===== config.mk =====
export PLATFORM = sky130hd
export DESIGN_NAME = qenc_counter
export DESIGN_NICKNAME = d
export VERILOG_FILES = /design/src/rtl/qenc_pkg.sv /design/src/rtl/qenc_sync.sv /design/src/rtl/qenc_step.sv /design/src/rtl/qenc_regs.sv /design/src/rtl/qenc_count.sv /design/src/rtl/qenc_counter.sv
export SDC_FILE = /design/constraint.sdc
export NUM_CORES = 1
export LEC_CHECK = 0
export ABC_AREA = 1
export BUFFER_PORTS_ARGS = -buffer_cell sky130_fd_sc_hd__buf_2
export CAP_MARGIN = 20
export CORE_MARGIN = 2
export CORE_UTILIZATION = 29
export CTS_BUF_LIST = sky130_fd_sc_hd__clkbuf_4 sky130_fd_sc_hd__clkbuf_8
export DETAILED_ROUTE_END_ITERATION = 7
export GPL_TIMING_DRIVEN = 1
export PLACE_DENSITY_LB_ADDON = 0.3
export RECOVER_POWER = 50
export SYNTH_ARGS = -nofsm -noshare
export SYNTH_HDL_FRONTEND = slang
export SYNTH_SLANG_ARGS = --single-unit

===== constraint.sdc =====
create_clock -name clk -period 5.9 [get_ports clk]
set_input_delay 0.59 -clock clk [delete_from_list [all_inputs] [get_ports clk]]
set_output_delay 0.59 -clock clk [all_outputs]
set_load 0.02 [all_outputs]

===== src/rtl/qenc_pkg.sv =====
package qenc_pkg;
  typedef enum logic [1:0] {
    SRC_CLK = 2'd0,
    SRC_A   = 2'd1,
    SRC_B   = 2'd2,
    SRC_AB  = 2'd3
  } src_mode_e;

  localparam logic [1:0] ADDR_CTRL  = 2'd0;
  localparam logic [1:0] ADDR_COUNT = 2'd1;
  localparam logic [1:0] ADDR_CEIL  = 2'd2;

  localparam int BIT_EN      = 0;
  localparam int BIT_SRC_LO  = 1;
  localparam int BIT_DIR     = 3;
  localparam int BIT_BUF     = 4;
  localparam int BIT_UPDATE  = 5;
  localparam int CTRL_W      = 6;
endpackage


===== src/rtl/qenc_sync.sv =====
module qenc_sync #(
  parameter int CH     = 2,
  parameter int STAGES = 2
) (
  input  logic          clk,
  input  logic          rst_n,
  input  logic [CH-1:0] din,
  output logic [CH-1:0] lvl,
  output logic [CH-1:0] edge_o
);
  for (genvar c = 0; c < CH; c++) begin : g_ch
    logic [STAGES-1:0] pipe;
    logic              prev;

    always_ff @(posedge clk or negedge rst_n) begin
      if (!rst_n) begin
        pipe <= '0;
        prev <= 1'b0;
      end else begin
        pipe <= {pipe[STAGES-2:0], din[c]};
        prev <= pipe[STAGES-1];
      end
    end

    assign lvl[c]    = pipe[STAGES-1];
    assign edge_o[c] = pipe[STAGES-1] ^ prev;
  end
endmodule


===== src/rtl/qenc_step.sv =====
module qenc_step
  import qenc_pkg::*;
(
  input  src_mode_e  mode,
  input  logic       en,
  input  logic [1:0] lvl,
  input  logic [1:0] edge_i,
  output logic       step,
  output logic       up
);
  logic a_up, b_up;

  // A edge counts up when new A differs from B; B edge counts up when new B equals A
  assign a_up = lvl[0] ^ lvl[1];
  assign b_up = ~(lvl[0] ^ lvl[1]);

  always_comb begin
    step = 1'b0;
    up   = 1'b1;
    unique case (mode)
      SRC_CLK: begin
        step = en;
        up   = 1'b1;
      end
      SRC_A: begin
        step = en & edge_i[0];
        up   = a_up;
      end
      SRC_B: begin
        step = en & edge_i[1];
        up   = b_up;
      end
      SRC_AB: begin
        step = en & (edge_i[0] ^ edge_i[1]);
        up   = edge_i[0] ? a_up : b_up;
      end
      default: begin
        step = 1'b0;
        up   = 1'b1;
      end
    endcase
  end
endmodule


===== src/rtl/qenc_regs.sv =====
module qenc_regs
  import qenc_pkg::*;
#(
  parameter int CW = 16
) (
  input  logic          clk,
  input  logic          rst_n,
  input  logic          wr,
  input  logic [1:0]    addr,
  input  logic [CW-1:0] wdata,
  output logic          en,
  output src_mode_e     mode,
  output logic          buf_en,
  output logic [CW-1:0] ceil,
  output logic          ceil_load,
  output logic [CW-1:0] ceil_next,
  output logic          upd
);
  logic          wr_ctrl, wr_ceil;
  logic [CW-1:0] shadow_q, ceil_q;

  assign wr_ctrl   = wr && (addr == ADDR_CTRL);
  assign wr_ceil   = wr && (addr == ADDR_CEIL);
  assign upd       = wr_ctrl && wdata[BIT_UPDATE];
  assign ceil_load = (wr_ceil && !buf_en) || upd;
  assign ceil_next = wr_ceil ? wdata : shadow_q;
  assign ceil      = ceil_q;

  always_ff @(posedge clk or negedge rst_n) begin
    if (!rst_n) begin
      en       <= 1'b0;
      mode     <= SRC_CLK;
      buf_en   <= 1'b0;
      shadow_q <= '1;
      ceil_q   <= '1;
    end else begin
      if (wr_ctrl) begin
        en     <= wdata[BIT_EN];
        mode   <= src_mode_e'(wdata[BIT_SRC_LO +: 2]);
        buf_en <= wdata[BIT_BUF];
      end
      if (wr_ceil) shadow_q <= wdata;
      if (ceil_load) ceil_q <= ceil_next;
    end
  end

  p_buffered_r10: assert property (@(posedge clk) disable iff (!rst_n)
    (wr_ceil && buf_en) |=> $stable(ceil_q));
  p_immediate_r9: assert property (@(posedge clk) disable iff (!rst_n)
    (wr_ceil && !buf_en) |=> (ceil_q == $past(wdata)));
endmodule


===== src/rtl/qenc_count.sv =====
module qenc_count #(
  parameter int CW = 16
) (
  input  logic          clk,
  input  logic          rst_n,
  input  logic          step,
  input  logic          up,
  input  logic          clr,
  input  logic          ld,
  input  logic [CW-1:0] ld_val,
  input  logic [CW-1:0] ceil_i,
  input  logic          ceil_load,
  input  logic [CW-1:0] ceil_next,
  output logic [CW-1:0] cnt,
  output logic          dir,
  output logic          wrap
);
  logic [CW-1:0] eff, cnt_q;
  logic          dir_q, wrap_q;

  assign eff = ceil_load ? ceil_next : ceil_i;

  always_ff @(posedge clk or negedge rst_n) begin
    if (!rst_n) begin
      cnt_q  <= '0;
      dir_q  <= 1'b0;
      wrap_q <= 1'b0;
    end else begin
      wrap_q <= 1'b0;
      if (clr) begin
        cnt_q <= '0;
      end else if (ld && (ld_val <= eff)) begin
        cnt_q <= ld_val;
      end else if (cnt_q > eff) begin
        cnt_q <= '0;
      end else if (step) begin
        dir_q <= ~up;
        if (up) begin
          if (cnt_q == eff) begin
            cnt_q  <= '0;
            wrap_q <= 1'b1;
          end else begin
            cnt_q <= cnt_q + 1'b1;
          end
        end else begin
          if (cnt_q == '0) begin
            cnt_q  <= eff;
            wrap_q <= 1'b1;
          end else begin
            cnt_q <= cnt_q - 1'b1;
          end
        end
      end
    end
  end

  assign cnt  = cnt_q;
  assign dir  = dir_q;
  assign wrap = wrap_q;

  p_in_range_r9: assert property (@(posedge clk) disable iff (!rst_n)
    cnt_q <= ceil_i);
  p_wrap_end_r7: assert property (@(posedge clk) disable iff (!rst_n)
    wrap_q |-> (cnt_q == '0 || cnt_q == ceil_i));
endmodule


===== src/rtl/qenc_counter.sv =====
module qenc_counter
  import qenc_pkg::*;
#(
  parameter int CW = 16
) (
  input  logic          clk,
  input  logic          rst_n,
  input  logic          enc_a,
  input  logic          enc_b,
  input  logic          reg_wr,
  input  logic [1:0]    reg_addr,
  input  logic [CW-1:0] reg_wdata,
  output logic [CW-1:0] reg_rdata,
  output logic [CW-1:0] count_o,
  output logic          dir_o,
  output logic          wrap_o
);
  localparam int PAD = CW - CTRL_W;

  logic [1:0]    lvl, edges;
  logic          en, buf_en, ceil_load, upd, step, up, ld;
  src_mode_e     mode;
  logic [CW-1:0] ceil, ceil_next;

  qenc_sync #(.CH(2), .STAGES(2)) u_sync (
    .clk(clk), .rst_n(rst_n), .din({enc_b, enc_a}), .lvl(lvl), .edge_o(edges)
  );

  qenc_regs #(.CW(CW)) u_regs (
    .clk(clk), .rst_n(rst_n), .wr(reg_wr), .addr(reg_addr), .wdata(reg_wdata),
    .en(en), .mode(mode), .buf_en(buf_en), .ceil(ceil),
    .ceil_load(ceil_load), .ceil_next(ceil_next), .upd(upd)
  );

  qenc_step u_step (
    .mode(mode), .en(en), .lvl(lvl), .edge_i(edges), .step(step), .up(up)
  );

  assign ld = reg_wr && (reg_addr == ADDR_COUNT);

  qenc_count #(.CW(CW)) u_count (
    .clk(clk), .rst_n(rst_n), .step(step), .up(up), .clr(upd),
    .ld(ld), .ld_val(reg_wdata), .ceil_i(ceil), .ceil_load(ceil_load),
    .ceil_next(ceil_next), .cnt(count_o), .dir(dir_o), .wrap(wrap_o)
  );

  always_comb begin
    unique case (reg_addr)
      ADDR_CTRL:  reg_rdata = {{PAD{1'b0}}, 1'b0, buf_en, dir_o, mode, en};
      ADDR_COUNT: reg_rdata = count_o;
      ADDR_CEIL:  reg_rdata = ceil;
      default:    reg_rdata = '0;
    endcase
  end

  p_clk_inc_r2: assert property (@(posedge clk) disable iff (!rst_n)
    (en && mode == SRC_CLK && !reg_wr && count_o < ceil) |=>
      (count_o == $past(count_o) + 1'b1));
  p_a_only_r3: assert property (@(posedge clk) disable iff (!rst_n)
    (mode == SRC_A && step) |-> edges[0]);
  p_b_only_r4: assert property (@(posedge clk) disable iff (!rst_n)
    (mode == SRC_B && step) |-> edges[1]);
  p_no_double_r5: assert property (@(posedge clk) disable iff (!rst_n)
    (mode == SRC_AB && edges == 2'b11) |-> !step);
  p_dir_r6: assert property (@(posedge clk) disable iff (!rst_n)
    (step && !reg_wr) |=> (dir_o == !$past(up)));
  p_load_r8: assert property (@(posedge clk) disable iff (!rst_n)
    (ld && reg_wdata <= ceil) |=> (count_o == $past(reg_wdata)));
  p_clear_r10: assert property (@(posedge clk) disable iff (!rst_n)
    upd |=> (count_o == '0));
  p_hold_r11: assert property (@(posedge clk) disable iff (!rst_n)
    (!en && !reg_wr) |=> ($stable(count_o) && $stable(dir_o)));
endmodule


==> results.json, run 1 <==
{
  "routedWlPerCell_um": 17.24,
  "avgSynthCellArea_um2": 6.984,
  "n_fill_cell": 1756,
  "violations": "capacitance limit, slew limit",
  "synth_fa_ha_area_frac": 0.08357,
  "path_common_cell": "nand2_1",
  "fin_worst_skew_ns": 0.008238,
  "netlist_area_um2": 4791,
  "final_cell_mix": "nand2_1 (171), inv_1 (101), nand3_1 (59)",
  "hp-class": "primary input to flop",
  "setup-tns-final_ns": 0,
  "syn_inst": 686,
  "syn_nets": 741,
  "r2r_cells": 15,
  "drt_iter0_markers": 511,
  "ctsResizeCount": 0,
  "grt_use_total": 0.1912,
  "grt_pass1_wl_um": 26270,
  "hold_viol": 0,
  "period_share": 0.8146,
  "grtUsageMet3": 0.03602,
  "use_met2": 0.3115,
  "slew_headroom": -1.166,
  "antenna_found_initial": 0,
  "wirelength_um": 16330,
  "fin_crit_ns": 4.806,
  "yosysSeqAreaShare": 0.3218,
  "grt_pass1_vias": 4703,
  "portBuffers": 56,
  "pin_count": 57,
  "grtUsageMet1": 0.2575,
  "dieArea_um2": 17560,
  "power.density_nw_per_um2": 450.5,
  "dp_hpwl_um": 12270,
  "h-tree-depth": 3,
  "globalplace.congestion": 0.9545,
  "hold_start": "enc_a",
  "ant_nets": 0,
  "crit_start": "reg_wr",
  "dieHeight_um": 132.5,
  "peakVddDrop_mv": 0.1483,
  "initial_core_util": 0.2994,
  "cts_tree": "built",
  "synth_mux_area_frac": 0,
  "clk_latency_ns": 0.37,
  "coreArea_um2": 16000,
  "tightest_slew_ns": 3.249,
  "drc": 0,
  "grt.busiest_layer": "met2",
  "area_delta_synth_final_pct": 12.72,
  "cts_root_buffer": "clkbuf_8",
  "synth_top_family_by_area": "simple AND/OR/NAND/NOR gates",
  "synth_compound_area_frac": 0.1400,
  "yosysWarnings": 0,
  "drive_gt1_frac": 0.1573,
  "worstSetupPathType": "primary input to flop",
  "clock-sinks": 60,
  "cts_buffers": 9,
  "vias": 4880,
  "first_pass_iters": 5,
  "grt-ovfl-total": 0,
  "synth_area_leaders": "dfstp_2 (18%), dfrtp_1 (15%), nand2_1 (13%)",
  "setup_violations": 0,
  "diodes": 0,
  "synth_ff_type": "dfstp_2",
  "cp.required_ns": 6.20,
  "leakage_nw": 2.694,
  "synth_top_area_share": 0.1755,
  "fmax_ghz": 0.2081,
  "maxCapViolations": 1,
  "critPathCaptureType": "flop",
  "via_per_inst": 5.153,
  "synth_edf_count": 0,
  "min_delay_path_depth": 1,
  "crit_chain": "buf_2, nand3_1, o21ai_0, nand2_1, o21ai_0, inv_1, ha_1, nand2_1, nor4_1, and3_1, nand4_1, nand2_4, nand2_4, nand3_2, nand2_1, o21ai_1",
  "cp.arrival_ns": 5.10,
  "synth_cell_types": 39,
  "grt_max_degree": 61,
  "final_core_util": 0.3375,
  "clock_path_buffers": 2,
  "synthSimpleGateAreaFrac": 0.3100,
  "layout_commonest_cell": "nand2_1",
  "hold_buffers": 0,
  "synth_seq_cells": 60,
  "cpPeakStageDelay_ns": 0.76,
  "synth-xor-area-share": 0.03291,
  "grt_setup_unrepaired": "false",
  "die_x_um": 132.5,
  "clk_pin_slew_ns": 0.07,
  "crit_slowest_cell": "nand3_1",
  "nets": 782,
  "r2r-start": "u_regs.buf_en$_DFFE_PN0N_",
  "crit_path_start_kind": "primary input",
  "yosys.area.top_type": "dfstp_2",
  "drv_slew": 61,
  "cts_setup_buffers": 0,
  "cp_max_fo": 34,
  "ys_async_sr_fraction": 1.000,
  "status": "finished with violations",
  "rows": 46
}
==> worst max-delay path: cells and delay by family <==
family	cells	cell delay (ns)
fa+ha+maj	1	0.32
compound gates	3	0.92
buf+inv	2	0.33
simple gates	10	2.90
==> cells in the mapped netlist, types with 3 or more instances <==
cell type  instances
a31oi_1            4
nand2_2            4
or2_2              3
nor3_1             7
buf_4              5
ha_1              32
o22ai_1           14
o21ai_1            8
buf_2              8
dfrtp_1           28
o221ai_1           7
nand2_1          171
xor2_1            17
a21oi_1           19
a211oi_1           3
o211ai_1           4
clkbuf_1          14
nand4_1           30
inv_1            101
nor4_1             4
o21ai_0           49
nor2_1            42
o21bai_1           4
nand3_1           58
dfstp_2           32
==> power breakdown <==
group,total [mW],switching (mW),internal (mW)
combinational,1.32,0.886,0.431
sequential,0.711,0.168,0.543
clock,0.405,0.174,0.232
==> area by class of cell <==
class                   count  area, µm²  area share
multi-input cells         495       2701      0.5002
flip-flops and latches     60       1541      0.2854
inverters                 101      379.1     0.07020
repair buffers             60      304.0     0.05630
well taps                 216      270.3     0.05005
clock buffers               9      123.9     0.02294
clock inverters             6      80.08     0.01483
==> per-layer routing <==
metal  vias to the layer above  wire, µm  share of wire
met1                      2322      7419           0.45
met2                       167      7563           0.46
met5                         -         0              0
met3                        24      1052          0.064
li1                       2367         -              -
met4                         0       291          0.018
==> sequential cells by signal (all words and copies together) (netlist names) <==
signal,count
u_count.cnt,16
u_count.dir,1
u_count.wrap,1
u_regs.buf_en,1
u_regs.ceil,16
u_regs.en,1
u_regs.mode,2
u_regs.shadow_q,16
u_sync.g_ch.pipe,4
u_sync.g_ch.prev,2
==> through the flow <==
step,setup WS (ns),total power [mW],cells,hold WS (ns),area [µm²]
6_report,1.094,2.433,947,0.3239,5400
5_1_grt,0.6510,2.648,947,0.3143,5400
2_1_floorplan,2.541,1.634,686,0.2944,4791
4_1_cts,1.507,2.426,947,0.3075,5419
3_5_place_dp,1.119,2.006,932,0.3347,5215
3_3_place_gp,1.170,2.008,932,0.3322,5215
==> worst paths after layout <==
check | end | slack (ns)
worst max-delay path | u_count.cnt[5]$_DFFE_PN0P_ | 1.09
worst min-delay path | u_sync.g_ch[0].pipe[0]$_DFF_PN0_ | 0.32
worst max register to register | u_count.cnt[5]$_DFFE_PN0P_ | 1.62
worst min register to register | u_sync.g_ch[0].pipe[1]$_DFF_PN0_ | 0.35
max in group asynchronous | u_count.cnt[11]$_DFFE_PN0P_ | 2.68
min in group asynchronous | u_sync.g_ch[1].pipe[0]$_DFF_PN0_ | 1.39
==> cells by family (layout without fill, tap and decap cells) <==
| logic type | after synthesis | count (layout) |
|---|---|---|
| buffers and inverters | 131 | 176 |
| DFF | 60 | 60 |
| xor gates and xnor gates | 18 | 18 |
| and+or+nand+nor | 329 | 329 |
| AOI/OAI and AO/OA | 116 | 116 |
| adders and majority gates | 32 | 32 |
(Power assumes the default switching activity.)
==> run 2: changes to the inputs <==
==> constraint.sdc (replaced) <==
create_clock -name clk -period 4.95 [get_ports clk]
set_input_delay 0.495 -clock clk [delete_from_list [all_inputs] [get_ports clk]]
set_output_delay 0.495 -clock clk [all_outputs]
set_load 0.02 [all_outputs]
==> run 2 against run 1 <==
Against the previous run: die area unchanged; global-route usage up 0.11 points; cell count increased by 0.42%; flip-flop and latch count unchanged; clock skew shrank 0.0029 ns; count of clock-buffer cells in the layout unchanged; clock power grew 24%; the flow still finishes with violations (capacitance limit, slew limit); highest routed layer unchanged; register-to-register slack got worse by 0.74 ns.
==> results.json, run 2 (synthesis gave the netlist of run 1 again) <==
{
  "grt_pass1_vias": 4612,
  "grt_use_total": 0.1923,
  "diodes": 0,
  "p_total_mw": 2.940,
  "crit_chain": "clkbuf_1, nor2_4, nand3_4, nand2_2, o21ai_0, inv_1, ha_1, nand2_1, nor4_1, and3_1, nand4_1, nand2_4, nand2_4, nand3_2, nand2_1, o21ai_1",
  "antenna_found_initial": 0,
  "fin_worst_skew_ns": 0.005356,
  "globalplace.congestion": 0.9643,
  "grt_pass1_wl_um": 26190,
  "final_cell_mix": "nand2_1 (171), inv_1 (101), nand3_1 (58)",
  "fmax_ghz": 0.2406,
  "wirelength_um": 16420,
  "p_sw_mw": 1.487,
  "leakage_nw": 2.720,
  "grt_setup_unrepaired": "false",
  "ant_nets": 0,
  "h-tree-depth": 3,
  "n_fill_cell": 1766,
  "via_per_inst": 5.163,
  "hp-class": "primary input to flop",
  "slew_headroom": -1.200,
  "cp.arrival_ns": 4.45,
  "clk_latency_ns": 0.37,
  "cp.required_ns": 5.24,
  "critPathCaptureType": "flop",
  "setup_violations": 0,
  "grt-ovfl-total": 0,
  "seqPwrFrac": 0.289,
  "period_share": 0.8398,
  "pwr-share-clk": 0.170,
  "drc": 0,
  "fin_hold_ws_ns": 0.2315,
  "clock-sinks": 60,
  "portBuffers": 56,
  "coreArea_um2": 16000,
  "cts_setup_buffers": 0,
  "clock_path_buffers": 2,
  "cts_buffers": 9,
  "cts_tree": "built",
  "dieArea_um2": 17560,
  "p_int_mw": 1.453,
  "dieHeight_um": 132.5,
  "dp_hpwl_um": 12530,
  "worstSetupPathType": "primary input to flop",
  "rows": 46,
  "status": "finished with violations",
  "die_x_um": 132.5,
  "fin_crit_ns": 4.157,
  "tightest_slew_ns": 3.300,
  "dp_slack_ns": 0.5721,
  "pin_count": 57,
  "drv_slew": 61,
  "drive_gt1_frac": 0.1673,
  "nets": 785,
  "layout_commonest_cell": "nand2_1",
  "area_delta_synth_final_pct": 13.63,
  "worst_slack_ns": 0.7930,
  "violations": "capacitance limit, slew limit",
  "peakVddDrop_mv": 0.1394,
  "maxCapViolations": 1,
  "final_core_util": 0.3402,
  "crit_path_start_kind": "primary input",
  "cpPeakStageDelay_ns": 0.61,
  "power.density_nw_per_um2": 540.0,
  "drt_iter0_markers": 484,
  "grt_max_degree": 61,
  "switching_share": 0.5057,
  "routedWlPerCell_um": 17.27,
  "ctsResizeCount": 0,
  "clk_pin_slew_ns": 0.07,
  "crit_slowest_cell": "o21ai_0",
  "cts_root_buffer": "clkbuf_8",
  "hold_buffers": 0,
  "cp_max_fo": 34,
  "hold_viol": 0,
  "vias": 4910,
  "setup-tns-final_ns": 0,
  "p_comb_frac": 0.541,
  "initial_core_util": 0.2994,
  "first_pass_iters": 5
}
[run 2: cell types whose count changed in the layout (fill, tap and decap cells not counted)]
cell      before  now
buf_4          3    5
clkinv_1       2    0
clkinv_2       1    3
buf_2         54   55
clkinv_4       0    1
nand3_1       59   58
nand3_2        1    2
nor2_1        43   42
nor2_4         0    1
[run 2: final timing paths]
kind,slack [ns],endpoint,start,cells past startpoint
setup / recovery,0.79,u_count.cnt[5]$_DFFE_PN0P_,reg_addr[1],16
hold / removal,0.23,u_sync.g_ch[1].pipe[0]$_DFF_PN0_,enc_b,1
setup reg to reg,0.88,u_count.cnt[5]$_DFFE_PN0P_,u_regs.buf_en$_DFFE_PN0N_,15
hold reg to reg,0.35,u_sync.g_ch[0].pipe[1]$_DFF_PN0_,u_sync.g_ch[0].pipe[0]$_DFF_PN0_,0
max in group asynchronous,1.77,u_count.cnt[15]$_DFFE_PN0P_,rst_n,2
min in group asynchronous,1.32,u_sync.g_ch[1].pipe[1]$_DFF_PN0_,rst_n,2
[run 2: layer usage]
| metal | wire length, µm | GRT usage |
|---|---|---|
| met1 | 7290 | 0.2608 |
| met2 | 7520 | 0.3037 |
| met3 | 1300 | 0.04406 |
| met4 | 309 | 0.06033 |
| met5 | 0 | 0 |
[run 2: per-stage QoR]
step / instances / instance area, µm²
after floorplan: 686 / 4791
after global placement: 935 / 5238
after detailed placement: 935 / 5238
after CTS: 951 / 5453
after global routing: 951 / 5444
final: 951 / 5444
[run 2: critical path, delay by kind of cell]
kind                       cells  cell delay [ns]
adders and majority gates      1             0.31
buffers and inverters          2             0.41
and+or+nand+nor               11             2.44
AOI/OAI and AO/OA              2             0.78
[run 2: cell type report]
class | instances | area [µm²] | share of cell area
Multi-Input combinational cell | 495 | 2714 | 0.4985
Sequential cell | 60 | 1541 | 0.2832
Inverter | 101 | 379.1 | 0.06964
Timing Repair Buffer | 63 | 324.1 | 0.05953
Tap cell | 216 | 270.3 | 0.04964
Clock buffer | 9 | 123.9 | 0.02275
Clock inverter | 7 | 91.34 | 0.01678
[run 2: power by group through the flow]
stage	Combinational, mW	Sequential (mW)	Clock [mW]
6_report	1.59	0.848	0.501
5_1_grt	1.78	0.866	0.532
4_1_cts	1.57	0.843	0.511
3_5_place_dp	1.56	0.852	0
3_3_place_gp	1.57	0.851	0
2_1_floorplan	1.15	0.798	0
==> run 3: changes to the inputs <==
--- a/config.mk
+++ b/config.mk
@@ -5,7 +5,7 @@
 export SDC_FILE = /design/constraint.sdc
 export NUM_CORES = 1
 export LEC_CHECK = 0
-export ABC_AREA = 1
+export ABC_AREA = 0
 export BUFFER_PORTS_ARGS = -buffer_cell sky130_fd_sc_hd__buf_2
 export CAP_MARGIN = 20
 export CORE_MARGIN = 2
==> constraint.sdc (replaced) <==
create_clock -name clk -period 3.33 [get_ports clk]
set_input_delay 0.333 -clock clk [delete_from_list [all_inputs] [get_ports clk]]
set_output_delay 0.333 -clock clk [all_outputs]
set_load 0.02 [all_outputs]
==> run 3 against run 2 <==
Against the previous run: global-route usage fell by 0.23 points; first-iteration DRC count is 35% lower; power rose by 67%; clock skew grew 0.0012 ns; critical path type is now flop to flop; the run still ends with capacitance limit, slew limit left; non-clock buffer count up 78; hold slack worse by 0.15 ns; core utilization rose by 3.7 points; synthesized area shrank 3.2%; sequential power rose by 45%.
==> results.json, run 3 <==
{
  "grt_pass1_wl_um": 24590,
  "cp.arrival_ns": 3.46,
  "synth_compound_area_frac": 0.2337,
  "drive_gt1_frac": 0.3578,
  "fin_crit_ns": 3.218,
  "reg2reg_to": "u_count.dir$_DFFE_PN0P_",
  "diodes": 0,
  "synth_edf_count": 0,
  "synth_cell_types": 71,
  "clock_path_buffers": 2,
  "period_share": 0.9664,
  "synthTopCellsByCount": "nor2_1 (34), nand2_1 (33), dfstp_2 (32), ha_1 (32), inv_1 (32)",
  "critPathCaptureType": "flop",
  "rows": 46,
  "reg2reg_slack_ns": 0.11,
  "h-tree-depth": 3,
  "multiInputGateArea_um2": 2922,
  "via_per_inst": 5.341,
  "slew_headroom": -0.1526,
  "hold_viol": 0,
  "wirelength_um": 15690,
  "maxCapViolations": 1,
  "synth-xor-area-share": 0.02455,
  "portBuffers": 56,
  "fin_worst_skew_ns": 0.006585,
  "worstSetupPathType": "flop to flop",
  "grt_pass1_vias": 4563,
  "yosysSeqAreaShare": 0.3324,
  "syn_nets": 570,
  "synthSimpleGateAreaFrac": 0.1740,
  "clk_latency_ns": 0.36,
  "fin_hold_ws_ns": 0.07943,
  "power.density_nw_per_um2": 824.4,
  "area_delta_synth_final_pct": 28.31,
  "peakVddDrop_mv": 0.3318,
  "min_delay_path_depth": 1,
  "initial_core_util": 0.2940,
  "synth_mux_area_frac": 0.09309,
  "die_x_um": 130.5,
  "dieArea_um2": 17020,
  "r2r-start": "u_regs.buf_en$_DFFE_PN0N_",
  "hp-class": "primary input to flop",
  "drc": 0,
  "grt-ovfl-total": 0,
  "dp_hpwl_um": 12490,
  "cp.required_ns": 3.57,
  "grt_max_degree": 32,
  "cts_buffers": 9,
  "synth_most_common_cell": "nor2_1",
  "n_fill_cell": 1606,
  "vias": 4572,
  "yosysWarnings": 0,
  "nets": 691,
  "synth_top_family_by_area": "compound AO/OA/AOI/OAI gates",
  "first_pass_iters": 5,
  "syn_inst": 515,
  "setup-tns-final_ns": 0,
  "clock-sinks": 60,
  "cts_tree": "built",
  "r2r_cells": 15,
  "leakage_nw": 2.705,
  "status": "finished with violations",
  "pin_count": 57,
  "avgSynthCellArea_um2": 9.004,
  "ys_async_sr_fraction": 1.000,
  "yosys.area.top_type": "dfstp_2",
  "fmax_ghz": 0.3108,
  "netlist_area_um2": 4637,
  "synth_area_leaders": "dfstp_2 (18%), dfrtp_1 (15%), ha_1 (8.6%)",
  "cts_root_buffer": "clkbuf_8",
  "ant_nets": 0,
  "grt_use_total": 0.1900,
  "globalplace.congestion": 0.9259,
  "synth_seq_cells": 60,
  "drt_iter0_markers": 314,
  "tightest_slew_ns": 1.729,
  "routedWlPerCell_um": 18.33,
  "final_core_util": 0.3773,
  "violations": "capacitance limit, slew limit",
  "crit_path_start_kind": "flop",
  "layout_commonest_cell": "buf_4",
  "synth_ff_type": "dfstp_2",
  "hold_start": "enc_b",
  "drv_slew": 32,
  "cp_max_fo": 8,
  "dieHeight_um": 130.5,
  "register_area_um2": 1541,
  "setup_violations": 0,
  "synth_fa_ha_area_frac": 0.08635,
  "min_to": "u_sync.g_ch[1].pipe[0]$_DFF_PN0_",
  "final_cell_mix": "buf_4 (75), buf_2 (55), inv_1 (32), dfstp_2 (32)",
  "clk_pin_slew_ns": 0.07,
  "antenna_found_initial": 0,
  "coreArea_um2": 15770,
  "synth_top_area_share": 0.1813
}
==> run 3: changes by cell type after synthesis, moves of 14 or more <==
cell     before  now
mux2i_1       0   21
inv_1       101   32
nand3_1      58   22
mux2_2        0   14
o21ai_0      49   25
nand2_1     171   33
nand4_1      30    9
==> run 3: power by group <==
part | switching, mW | internal [mW]
clock network | 0.293 | 0.287
logic | 1.77 | 1.33
registers | 0.221 | 1.01
==> run 3: what timing repair did <==
item / 4_1_cts / 5_1_grt
setup buffers: 3 / 3
resized for setup: 5 / 23
pin swaps: 4 / 8
hold buffers: 0 / 0
setup endpoints to repair: 1 / 18
==> run 3: area by class of cell <==
cell class | count | area share
multi-input cells | 392 | 0.4911
clock buffers | 12 | 0.02461
flip-flops and latches | 60 | 0.2591
inverters | 32 | 0.02019
well taps | 216 | 0.04543
repair buffers | 141 | 0.1571
clock inverters | 3 | 0.002524
==> run 3: kinds of logic (layout without fill, tap and decap cells) <==
| kind of cell | count (synthesis) | count (layout) |
|---|---|---|
| multiplexers | 39 | 39 |
| adder cells (fa/ha/maj) | 32 | 32 |
| AO/OA/AOI/OAI | 160 | 160 |
| AND/OR/NAND/NOR | 148 | 148 |
| flip-flops | 60 | 60 |
| buffers and inverters | 63 | 188 |
| XOR/XNOR | 13 | 13 |
==> run 3: metal layers <==
layer | routed length, µm | share of wire | vias to the layer above | GRT usage
li1 | - | - | 2181 | -
met1 | 7371 | 0.47 | 2222 | 0.2553
met2 | 7233 | 0.46 | 148 | 0.3144
met3 | 841 | 0.054 | 21 | 0.03502
met4 | 244 | 0.016 | 0 | 0.05382
met5 | 0 | 0 | - | 0
==> run 3: critical path, cell delays in order, from the launching register on <==
cell and delay [ns]:
dfrtp_1 0.38, nand2b_4 0.15, a21o_4 0.24, buf_4 0.15
nor2_2 0.11, a21oi_2 0.05, buf_4 0.13, ha_1 0.26
and4_4 0.24, nand4_1 0.18, nor3_2 0.22, mux2i_4 0.10
o21a_1 0.15, and2_1 0.21, nor4_4 0.18, mux2_1 0.35
==> run 3: worst max-delay path by stage <==
stage / startpoint / end / slack (ns)
after floorplan: reg_addr[0] / u_count.dir$_DFFE_PN0P_ / 0.01
after global placement: reg_addr[0] / u_count.cnt[0]$_DFFE_PN0P_ / -0.18
after detailed placement: reg_addr[1] / u_count.dir$_DFFE_PN0P_ / -0.21
after CTS: u_regs.buf_en$_DFFE_PN0N_ / u_count.dir$_DFFE_PN0P_ / 0.01
after global routing: u_regs.buf_en$_DFFE_PN0N_ / u_count.cnt[13]$_DFFE_PN0P_ / -0.004
final: u_regs.buf_en$_DFFE_PN0N_ / u_count.dir$_DFFE_PN0P_ / 0.11
==> run 3: through the flow <==
step / total power [mW] / area [µm²] / std cells / setup WS, ns
2_1_floorplan: 3.019 / 4647 / 515 / 0.01068
3_3_place_gp: 4.189 / 5672 / 835 / -0.1780
3_5_place_dp: 4.215 / 5672 / 835 / -0.2145
4_1_cts: 4.838 / 5877 / 853 / 0.01028
5_1_grt: 5.251 / 5949 / 856 / -0.003613
6_report: 4.904 / 5949 / 856 / 0.1120
